[config.mk]
export PLATFORM = sky130hd
export DESIGN_NAME = bar_xlate
export DESIGN_NICKNAME = d
export VERILOG_FILES = /design/src/rtl/bar_xlate_pkg.sv /design/src/rtl/bar_win_regs.sv /design/src/rtl/bar_decode.sv /design/src/rtl/bar_host_fsm.sv /design/src/rtl/bar_xlate.sv
export SDC_FILE = /design/constraint.sdc
export NUM_CORES = 1
export LEC_CHECK = 0
export BUFFER_PORTS_ARGS = -buffer_cell sky130_fd_sc_hd__buf_2
export CORE_MARGIN = 5
export CORE_UTILIZATION = 40
export DETAILED_ROUTE_END_ITERATION = 10
export MAX_ROUTING_LAYER = met4
export PLACE_DENSITY = 0.69
export SYNTH_ARGS = -nofsm -noshare
export SYNTH_HDL_FRONTEND = slang
export SYNTH_SLANG_ARGS = --single-unit
[constraint.sdc]
create_clock -name clk -period 3.4 [get_ports clk]
set_input_delay 0.34 -clock clk [delete_from_list [all_inputs] [get_ports clk]]
set_output_delay 0.34 -clock clk [all_outputs]
set_load 0.05 [all_outputs]
[src/rtl/bar_xlate_pkg.sv]
// Package: shared types for the host aperture translator.
// Assumes layout codes 2 and 3 both select the dual-window map.
package bar_xlate_pkg;

    typedef enum logic [1:0] {
        MAP_SMALL = 2'd0,   // 8 KB: window + EEPROM + split bus core
        MAP_FIXED = 2'd1,   // 16 KB: window + EEPROM + bus core + sysctl
        MAP_DUAL  = 2'd2    // 16 KB: two windows + bus core + sysctl
    } map_e;

    typedef enum logic [1:0] {
        RT_WIN = 2'd0,
        RT_LOC = 2'd1,
        RT_ERR = 2'd2
    } route_e;

    localparam logic [1:0] LOC_EEPROM  = 2'd0;
    localparam logic [1:0] LOC_SHADOW  = 2'd1;
    localparam logic [1:0] LOC_BUSCORE = 2'd2;
    localparam logic [1:0] LOC_SYSCTL  = 2'd3;

    // Turn a raw layout code into a map kind.
    function automatic map_e map_of(input logic [1:0] code);
        case (code)
            2'd0:    return MAP_SMALL;
            2'd1:    return MAP_FIXED;
            default: return MAP_DUAL;
        endcase
    endfunction

endpackage

[src/rtl/bar_win_regs.sv]
// Module: bar_win_regs
// Holds NWIN independent window base registers, each aligned to a
// 2**SLOT_BITS byte slot. Low bits are dropped on write and read as zero.
// Assumes a single write strobe with a select, and combinational readback.
module bar_win_regs #(
    parameter int BP_AW     = 32,
    parameter int SLOT_BITS = 12,
    parameter int NWIN      = 2
) (
    input  logic                    clk,
    input  logic                    rst_n,
    input  logic                    wr_en,
    input  logic [$clog2(NWIN)-1:0] sel,
    input  logic [BP_AW-1:0]        wr_data,
    output logic [BP_AW-1:0]        rd_data,
    output logic [BP_AW-1:0]        base [NWIN]
);
    localparam logic [BP_AW-1:0] ALIGN_MASK = ~((BP_AW)'((1 << SLOT_BITS) - 1));

    logic [BP_AW-1:0] base_q [NWIN];

    for (genvar w = 0; w < NWIN; w++) begin : g_win
        // Load one aligned base when its select matches.
        always_ff @(posedge clk) begin
            if (!rst_n) begin
                base_q[w] <= '0;
            end else if (wr_en && (sel == ($clog2(NWIN))'(w))) begin
                base_q[w] <= wr_data & ALIGN_MASK;
            end
        end
        assign base[w] = base_q[w];
    end

    // Return the selected base.
    assign rd_data = base_q[sel];

endmodule

[src/rtl/bar_decode.sv]
// Module: bar_decode
// Pure combinational map from an aperture offset to a target. The offset
// is split into a 4 KB slot index and a slot-relative part. Slot 0 is
// always window 1. The upper slots depend on the map kind. Assumes the
// window bases are slot aligned, so the add never carries into them.
module bar_decode
    import bar_xlate_pkg::*;
#(
    parameter int HOST_AW   = 16,
    parameter int BP_AW     = 32,
    parameter int SLOT_BITS = 12
) (
    input  map_e                 map,
    input  logic                 shadow,
    input  logic [HOST_AW-1:0]   offset,
    input  logic [BP_AW-1:0]     base1,
    input  logic [BP_AW-1:0]     base2,
    output route_e               route,
    output logic [BP_AW-1:0]     bp_addr,
    output logic [1:0]           loc_sel,
    output logic [SLOT_BITS-1:0] loc_addr
);
    localparam int IDX_W = HOST_AW - SLOT_BITS;

    logic [IDX_W-1:0]     slot;
    logic [SLOT_BITS-1:0] rel;
    logic [BP_AW-1:0]     rel_wide;
    logic [1:0]           eep_sel;

    assign slot     = offset[HOST_AW-1:SLOT_BITS];
    assign rel      = offset[SLOT_BITS-1:0];
    assign rel_wide = {{(BP_AW-SLOT_BITS){1'b0}}, rel};
    assign eep_sel  = shadow ? LOC_SHADOW : LOC_EEPROM;

    // Choose the target and its address for the current offset.
    always_comb begin
        route    = RT_ERR;
        bp_addr  = '0;
        loc_sel  = LOC_EEPROM;
        loc_addr = '0;
        if (slot == IDX_W'(0)) begin
            route   = RT_WIN;
            bp_addr = base1 + rel_wide;
        end else if (map == MAP_SMALL) begin
            if (slot == IDX_W'(1)) begin
                route = RT_LOC;
                if (!rel[SLOT_BITS-1]) begin
                    // lower half of the slot: EEPROM space
                    loc_sel  = eep_sel;
                    loc_addr = {1'b0, rel[SLOT_BITS-2:0]};
                end else begin
                    // upper quarters: bus core low block or agent block
                    loc_sel  = LOC_BUSCORE;
                    loc_addr = {rel[SLOT_BITS-2], rel[SLOT_BITS-2],
                                rel[SLOT_BITS-3:0]};
                end
            end
        end else begin
            if (slot == IDX_W'(1)) begin
                if (map == MAP_DUAL) begin
                    route   = RT_WIN;
                    bp_addr = base2 + rel_wide;
                end else begin
                    route    = RT_LOC;
                    loc_sel  = eep_sel;
                    loc_addr = rel;
                end
            end else if (slot == IDX_W'(2)) begin
                route    = RT_LOC;
                loc_sel  = LOC_BUSCORE;
                loc_addr = rel;
            end else if (slot == IDX_W'(3)) begin
                route    = RT_LOC;
                loc_sel  = LOC_SYSCTL;
                loc_addr = rel;
            end
        end
    end

endmodule

[src/rtl/bar_host_fsm.sv]
// Module: bar_host_fsm
// Sequences one host access at a time. When idle it accepts the
// request, registers the decoded target request and holds it until
// acknowledged. It then gives one ready cycle with the captured data.
// Out-of-aperture accesses skip the target and complete with all-ones
// data and an error flag. Assumes the host holds its request stable
// until ready.
module bar_host_fsm
    import bar_xlate_pkg::*;
#(
    parameter int DW        = 32,
    parameter int BP_AW     = 32,
    parameter int SLOT_BITS = 12
) (
    input  logic                 clk,
    input  logic                 rst_n,
    input  logic                 h_valid,
    input  logic                 h_write,
    input  logic [DW-1:0]        h_wdata,
    output logic                 h_ready,
    output logic [DW-1:0]        h_rdata,
    output logic                 h_err,
    input  route_e               route,
    input  logic [BP_AW-1:0]     dec_bp_addr,
    input  logic [1:0]           dec_loc_sel,
    input  logic [SLOT_BITS-1:0] dec_loc_addr,
    output logic                 bp_req,
    output logic                 bp_write,
    output logic [BP_AW-1:0]     bp_addr,
    output logic [DW-1:0]        bp_wdata,
    input  logic                 bp_ack,
    input  logic [DW-1:0]        bp_rdata,
    output logic                 loc_req,
    output logic                 loc_write,
    output logic [1:0]           loc_sel,
    output logic [SLOT_BITS-1:0] loc_addr,
    output logic [DW-1:0]        loc_wdata,
    input  logic                 loc_ack,
    input  logic [DW-1:0]        loc_rdata
);
    typedef enum logic [1:0] {ST_IDLE, ST_WAIT, ST_DONE} state_e;

    state_e state_q;

    // Advance the access sequence and hold the registered target request.
    always_ff @(posedge clk) begin
        if (!rst_n) begin
            state_q   <= ST_IDLE;
            h_rdata   <= '0;
            h_err     <= 1'b0;
            bp_req    <= 1'b0;
            bp_write  <= 1'b0;
            bp_addr   <= '0;
            bp_wdata  <= '0;
            loc_req   <= 1'b0;
            loc_write <= 1'b0;
            loc_sel   <= LOC_EEPROM;
            loc_addr  <= '0;
            loc_wdata <= '0;
        end else begin
            case (state_q)
                ST_IDLE: begin
                    if (h_valid) begin
                        case (route)
                            RT_WIN: begin
                                bp_req   <= 1'b1;
                                bp_write <= h_write;
                                bp_addr  <= dec_bp_addr;
                                bp_wdata <= h_wdata;
                                state_q  <= ST_WAIT;
                            end
                            RT_LOC: begin
                                loc_req   <= 1'b1;
                                loc_write <= h_write;
                                loc_sel   <= dec_loc_sel;
                                loc_addr  <= dec_loc_addr;
                                loc_wdata <= h_wdata;
                                state_q   <= ST_WAIT;
                            end
                            default: begin
                                h_rdata <= '1;
                                h_err   <= 1'b1;
                                state_q <= ST_DONE;
                            end
                        endcase
                    end
                end
                ST_WAIT: begin
                    if (bp_req && bp_ack) begin
                        bp_req  <= 1'b0;
                        h_rdata <= bp_rdata;
                        state_q <= ST_DONE;
                    end else if (loc_req && loc_ack) begin
                        loc_req <= 1'b0;
                        h_rdata <= loc_rdata;
                        state_q <= ST_DONE;
                    end
                end
                default: begin
                    h_err   <= 1'b0;
                    state_q <= ST_IDLE;
                end
            endcase
        end
    end

    // Ready is the single completion cycle.
    assign h_ready = (state_q == ST_DONE);

endmodule

[src/rtl/bar_xlate.sv]
// Module: bar_xlate (top)
// Host aperture translator. It captures the layout code during reset,
// holds the two window bases, decodes each host offset and sequences the
// access to the backplane or to a local target. Assumes the EEPROM
// shadow select changes only while no access is in flight.
module bar_xlate
    import bar_xlate_pkg::*;
#(
    parameter int HOST_AW   = 16,
    parameter int BP_AW     = 32,
    parameter int DW        = 32,
    parameter int SLOT_BITS = 12
) (
    input  logic                 clk,
    input  logic                 rst_n,
    input  logic [1:0]           cfg_layout,
    input  logic                 cfg_eeprom_shadow,
    input  logic                 h_valid,
    input  logic                 h_write,
    input  logic [HOST_AW-1:0]   h_addr,
    input  logic [DW-1:0]        h_wdata,
    output logic                 h_ready,
    output logic [DW-1:0]        h_rdata,
    output logic                 h_err,
    input  logic                 r_wen,
    input  logic                 r_sel,
    input  logic [BP_AW-1:0]     r_wdata,
    output logic [BP_AW-1:0]     r_rdata,
    output logic                 bp_req,
    output logic                 bp_write,
    output logic [BP_AW-1:0]     bp_addr,
    output logic [DW-1:0]        bp_wdata,
    input  logic                 bp_ack,
    input  logic [DW-1:0]        bp_rdata,
    output logic                 loc_req,
    output logic                 loc_write,
    output logic [1:0]           loc_sel,
    output logic [SLOT_BITS-1:0] loc_addr,
    output logic [DW-1:0]        loc_wdata,
    input  logic                 loc_ack,
    input  logic [DW-1:0]        loc_rdata
);
    localparam int NWIN = 2;

    logic [1:0]           layout_q;
    logic [BP_AW-1:0]     win_base [NWIN];
    route_e               dec_route;
    logic [BP_AW-1:0]     dec_bp_addr;
    logic [1:0]           dec_loc_sel;
    logic [SLOT_BITS-1:0] dec_loc_addr;

    // Capture the layout code only while reset is held.
    always_ff @(posedge clk) begin
        if (!rst_n) begin
            layout_q <= cfg_layout;
        end
    end

    bar_win_regs #(
        .BP_AW    (BP_AW),
        .SLOT_BITS(SLOT_BITS),
        .NWIN     (NWIN)
    ) u_regs (
        .clk    (clk),
        .rst_n  (rst_n),
        .wr_en  (r_wen),
        .sel    (r_sel),
        .wr_data(r_wdata),
        .rd_data(r_rdata),
        .base   (win_base)
    );

    bar_decode #(
        .HOST_AW  (HOST_AW),
        .BP_AW    (BP_AW),
        .SLOT_BITS(SLOT_BITS)
    ) u_dec (
        .map     (map_of(layout_q)),
        .shadow  (cfg_eeprom_shadow),
        .offset  (h_addr),
        .base1   (win_base[0]),
        .base2   (win_base[1]),
        .route   (dec_route),
        .bp_addr (dec_bp_addr),
        .loc_sel (dec_loc_sel),
        .loc_addr(dec_loc_addr)
    );

    bar_host_fsm #(
        .DW       (DW),
        .BP_AW    (BP_AW),
        .SLOT_BITS(SLOT_BITS)
    ) u_fsm (
        .clk         (clk),
        .rst_n       (rst_n),
        .h_valid     (h_valid),
        .h_write     (h_write),
        .h_wdata     (h_wdata),
        .h_ready     (h_ready),
        .h_rdata     (h_rdata),
        .h_err       (h_err),
        .route       (dec_route),
        .dec_bp_addr (dec_bp_addr),
        .dec_loc_sel (dec_loc_sel),
        .dec_loc_addr(dec_loc_addr),
        .bp_req      (bp_req),
        .bp_write    (bp_write),
        .bp_addr     (bp_addr),
        .bp_wdata    (bp_wdata),
        .bp_ack      (bp_ack),
        .bp_rdata    (bp_rdata),
        .loc_req     (loc_req),
        .loc_write   (loc_write),
        .loc_sel     (loc_sel),
        .loc_addr    (loc_addr),
        .loc_wdata   (loc_wdata),
        .loc_ack     (loc_ack),
        .loc_rdata   (loc_rdata)
    );

endmodule

After elaboration in Yosys (flattened, before gate mapping)

Memory sizes are Yosys's and may differ from the RTL's.
Cells that the tools add are included.

Add/sub/neg operators: 2
Multipliers: 0
Divide/modulo/power cells: 0
Order comparisons: 0
Equal/unequal tests: 16
Shift operators: 0
Muxes and demuxes: 60
Bitwise gates (word level): 4
Reduce and logical (&&, ||, !) cells: 18

Operator list:

| operator                                                                | count |
|---|---|
| 32-bit 2-to-1 mux                                                       | 8 |
| 12-bit 2-to-1 mux                                                       | 8 |
| 32-bit by 12-bit adder with 32-bit output                               | 2 |
| 32-bit one-hot mux with 2 select lines                                  | 1 |
| 20-bit 2-to-1 mux                                                       | 2 |
| 2-bit 2-to-1 mux                                                        | 18 |
| 1-bit 2-to-1 mux                                                        | 18 |
| 2-bit inequality test, second input constant                            | 5 |
| 3-bit AND reduction                                                     | 3 |
| 4-bit by 2-bit == test with 1-bit output, second input constant         | 2 |
| 2-bit logical NOT                                                       | 4 |
| 2-bit one-hot mux with 2 select lines                                   | 2 |
| 4-bit AND reduction                                                     | 2 |
| 2-bit by 1-bit == test with 1-bit output, second input constant         | 3 |
| 1-bit one-hot mux with 2 select lines                                   | 3 |
| 5-bit AND reduction                                                     | 1 |
| 2-bit == test, second input constant                                    | 2 |
| 4-bit by 1-bit == test with 1-bit output, second input constant         | 1 |
| 1-bit logical AND                                                       | 4 |
| 4-bit logical NOT                                                       | 1 |
| 2-bit by 1-bit inequality test with 1-bit output, second input constant | 2 |
| 3-bit by 1-bit inequality test with 1-bit output, second input constant | 1 |
| 1-bit inverter                                                          | 2 |
| 1-bit OR                                                                | 2 |
| 3 further kinds                                                         | 3 |

Register bits after elaboration: 151
Bits in latches: 0
RAM bits: 40
ROM bits: 0
Bits of input ports: 155
Logic and storage cells: 114
Memories: 1

Memory list:

| memory        | depth | bits a word | rd ports | clocked after memory_dff | wr ports | line               | RTL |
|---|---|---|---|---|---|---|---|
| u_regs.base_q | 2     | 20          | 3        | 0                        | 2        | bar_win_regs.sv:20 | `logic [BP_AW-1:0] base_q [NWIN];` |

Logic depth before layout (Yosys ltp)

Depth in word-level cells: 12
Depth in mapped cells: 7
Depth with buffers taken out: 4

Modules after synthesis

A second synthesis with hierarchy kept.

Cell total of the unflattened synthesis: 1247
Area, all modules: 10507.6 um2

By module, submodules not included:

| module       | instances | cells each | area each (um2) | sequential area each (um2) |
|---|---|---|---|---|
| bar_host_fsm | 1         | 725        | 6017.0          | 2982.9 |
| bar_decode   | 1         | 345        | 2296.0          | 0.0 |
| bar_win_regs | 1         | 172        | 2120.8          | 1201.2 |
| bar_xlate    | 1         | 5          | 73.8            | 60.1 |

Least setup slack after synthesis

Ideal clock, no wire load.

Path kind: in2reg
Start: input port r_sel
End: memory u_regs.base_q[0][0] (netlist name), enable pin
Library setup time: 0.425 ns
Arrival time: 2.057 ns
Required time: 2.975 ns
Path slack: 0.918 ns
Cell stages on the path: 2
Buffers on the path: 1
Cells stage by stage: buf_1 -> o21ai_0

RTL lines:

| what        | line               | RTL |
|---|---|---|
| from (decl) | bar_xlate.sv:26    | `input logic r_sel,` |
| to (decl)   | bar_win_regs.sv:20 |  |

Worst setup path in the final report

Start: register u_fsm.state_q[0]
End: register u_fsm.bp_wdata[3]

Word-level cells in the longest chain between the ends: 2

RTL lines:

| what                                 | line               | RTL |
|---|---|---|
| from (decl)                          | bar_host_fsm.sv:43 | `state_e state_q;` |
| from (signal assigned)               | bar_host_fsm.sv:48 | `state_q <= ST_IDLE;` |
| from (signal assigned)               | bar_host_fsm.sv:70 | `state_q <= ST_WAIT;` |
| from (signal assigned)               | bar_host_fsm.sv:78 | `state_q <= ST_WAIT;` |
| 2-bit logical NOT                    | bar_host_fsm.sv:61 | `case (state_q)` |
| 3-bit AND reduction (no source line) | --                 |  |
| to (signal assigned)                 | bar_host_fsm.sv:69 | `bp_wdata <= h_wdata;` |
| to (decl)                            | bar_host_fsm.sv:30 | `output logic [DW-1:0] bp_wdata,` |

No other way between the ends.
A chain may end at the register's enable or synchronous reset.

==> impl_results.md <==
* Pins Over Slew Limit at 0
* Sequential element share of the synthesized area at 0.5542
* Via density at 5.039
* Post_cts resized at 0
* Chip Height at 148.4 um
* Vias post-DR at 6,727
* Slew headroom at 0.2475
* Hold Path Class: in -> reg
* Synth top cells by count: 218 x nand2_1, 149 x dfxtp_1, 95 x a21oi_1
* # DRC at 0
* Share of cells above drive strength 1 at 0.3603
* Mean post-synth cell area at approximately 9.5 um^2
* Worst R2R Start: u_fsm.state_q[0]
* Final nets at roughly 1,200
* Status: finished clean
* Worst Hold Launch: cfg_layout[0]
* CP Capture Type: register
* Vias in the first global route at ~6,500
* Top cell type's share of synthesized area at 0.3895
* Setup total negative slack at 0 ns
* Place WS at about 0.84 ns
* Setup Buffers After CTS at 0
* Max stage delay on crit path at 0.96 ns
* Distinct cells, synth at 38
* Worst Max-Slew Pin Slew at about 1.1 ns
* Synth area leaders: dfxtp_1 39%, edfxtp_1 16%, nand2_1 11%
* #FFs+latches synth at 191
* Critical-path top delay cell: or4_2
* Post-synth ARST share at 0
* Grt ovf at 0
* ANT nets after route at 0
* Worst Path Buf+Inv at 1
* Sink Count at roughly 190
* # port buffers at 310
* CP Max Fanout at 24
* Post-DP HPWL at 15,620 um
* First-pass GRT wire length at 34,100 um
* Final WS setup at 0.9114 ns
* DIE AREA at 0.02201 mm^2
* Crit path cell chain: or3b_1 > or4_2 > buf_4 > nand2_1 > a21oi_1
* Layout area overhead at 29.38%
* Primary FF master, synth: dfxtp_1
* Core area at approximately 0.019 mm^2
* VDD IR max at about 0.34 mV
* Synth Warn # at 0
* Die W at 148.4 um
* Clock-pin slew on the worst setup and hold paths at 0.07 ns
* Final Hold Vio Count at 0
* Cell accounting for the most synthesized area: dfxtp_1
* Tot GR Track Use at 0.1998
* Ports at 335
* Initial drt markers at between 400 and 500
* Max Cap Viol at 0
* Worst skew pair latency at 0.42 ns
* Worst Setup SP: u_fsm.state_q[0]
* Starting Density at 0.4080
* Mapped Cells at 807
* Critical path class: reg -> reg
* RSZ-0062 raised after global routing: no
* Largest net degree at the start of global routing at 103
* Worst path top cell family by delay: simple AND/OR/NAND/NOR gates
* Post-placement cell area at 0.009345 mm^2
* PD cells at 537.2 mW/mm^2
* Most frequent cell after synthesis: nand2_1
* Rows at 50
* Post-Route WL at 22,030 um
* Fin crit period at about 2.5 ns
* Endpoints failing setup at 0
* Fin Hold WS at 0.09342 ns
* TritonCTS clock tree: done
* Req. time, crit path at 3.66 ns
* Clock root buffer: clkbuf_16
* P_leak at 4.503 nW
* Total CTS buffers at 17
* EDFF count, synth at 42
* Worst setup SP type: register
* Initial antenna violation count at 1
* CP arrival at 2.75 ns
* # H-tree levels at 4
* Per-cell routed wire length at between 15 and 20 um
* CTS Hold Buffers Added at 0
* Clk_skew at 0.009547 ns
* CTS Buffer Depth at 2
* Placer Congestion at 0.8789
* Final instance area at 0.009907 mm^2
* Total iterations of the first detailed-routing run at 5
* FMAX at 401.8 MHz
* Netlist area before placement at 0.007657 mm^2
* Period utilization at 0.7319
* Filler cell count at 1,747
-- placed cells by master, fill, tap and decap left out, types with 5 or more instances in the layout --
cell type	Yosys	final
mux2_2	21	21
dfxtp_1	149	149
and2_1	41	41
a21oi_1	95	95
buf_4	13	13
buf_2	14	310
clkinv_4	0	5
nor2_1	28	28
edfxtp_1	42	42
a221oi_2	10	10
o21ai_0	18	17
a221oi_1	10	10
mux2i_1	32	32
o221ai_1	32	32
clkbuf_16	0	17
conb_1	1	12
nand2_1	218	218
-- cell families (layout without fill, tap and decap cells) --
logic type      Yosys count  in the layout  synth area share
compound gates          176            176            0.1533
mux                      53             53           0.07271
other cells               1             14         0.0004897
simple gates            307            307            0.1709
buf+inv                  79            360           0.04837
flops                   191            191            0.5542
-- final cells by class --
| cell class | instances | area [um^2] | area share |
|---|---|---|---|
| Antenna cell | 2 | 5.005 | 0.0005052 |
| Clock buffer | 17 | 425.4 | 0.04294 |
| Clock inverter | 15 | 131.4 | 0.01326 |
| Inverter | 4 | 16.27 | 0.001642 |
| Multi-Input combinational cell | 548 | 3123 | 0.3152 |
| Sequential cell | 191 | 4244 | 0.4284 |
| Tap cell | 234 | 292.8 | 0.02955 |
| Timing Repair Buffer | 324 | 1669 | 0.1685 |
-- worst paths after layout --
kind / depth (start not counted) / endpoint / slack (ns)
setup / recovery: 5 / u_fsm.bp_wdata[3] / 0.91
hold / removal: 1 / layout_q[0] / 0.09
setup reg to reg: 5 / u_fsm.bp_wdata[3] / 0.91
hold reg to reg: 2 / u_fsm.loc_wdata[23] / 0.45
-- worst register-to-register path: stages (launching register included) --
cell     delay [ns]
dfxtp_1        0.38
or3b_1         0.42
or4_2          0.96
buf_4          0.37
nand2_1        0.13
a21oi_1        0.07
-- layer usage --
metal	up-vias	routed length, um	global-route usage	part of all wire
met2	244	10700	0.3222	0.49
li1	3335	-	-	-
met5	-	0	-	0
met1	3114	9057	0.2414	0.41
met3	34	1641	0.04906	0.074
met4	0	637	0.08176	0.029
-- power breakdown --
group	internal (W)	switching, W
registers	0.00244	0.0000629
clock network	0.000962	0.000934
logic	0.000248	0.000673
total	0.00365	0.00167
-- registers in the layout, summed over array words and instances, names as in the netlist --
signal,count
u_fsm.bp_addr,32
u_fsm.h_err,1
u_fsm.h_rdata,32
u_fsm.state_q,2
u_fsm.loc_wdata,32
u_fsm.loc_req,1
u_fsm.bp_write,1
u_fsm.loc_addr,12
u_fsm.loc_write,1
u_fsm.loc_sel,2
layout_q,2
u_regs.base_q,40
u_fsm.bp_req,1
u_fsm.bp_wdata,32
-- stage by stage --
step                instances    util  power [W]
finish                   1335  0.5279   0.005322
global route             1334  0.5277   0.005529
floorplan                 818       -   0.003210
global placement         1301  0.4979   0.003470
CTS                      1333  0.5276   0.005363
detailed placement       1301  0.4979   0.003480
Note: power is estimated with default switching activity, not from simulation.
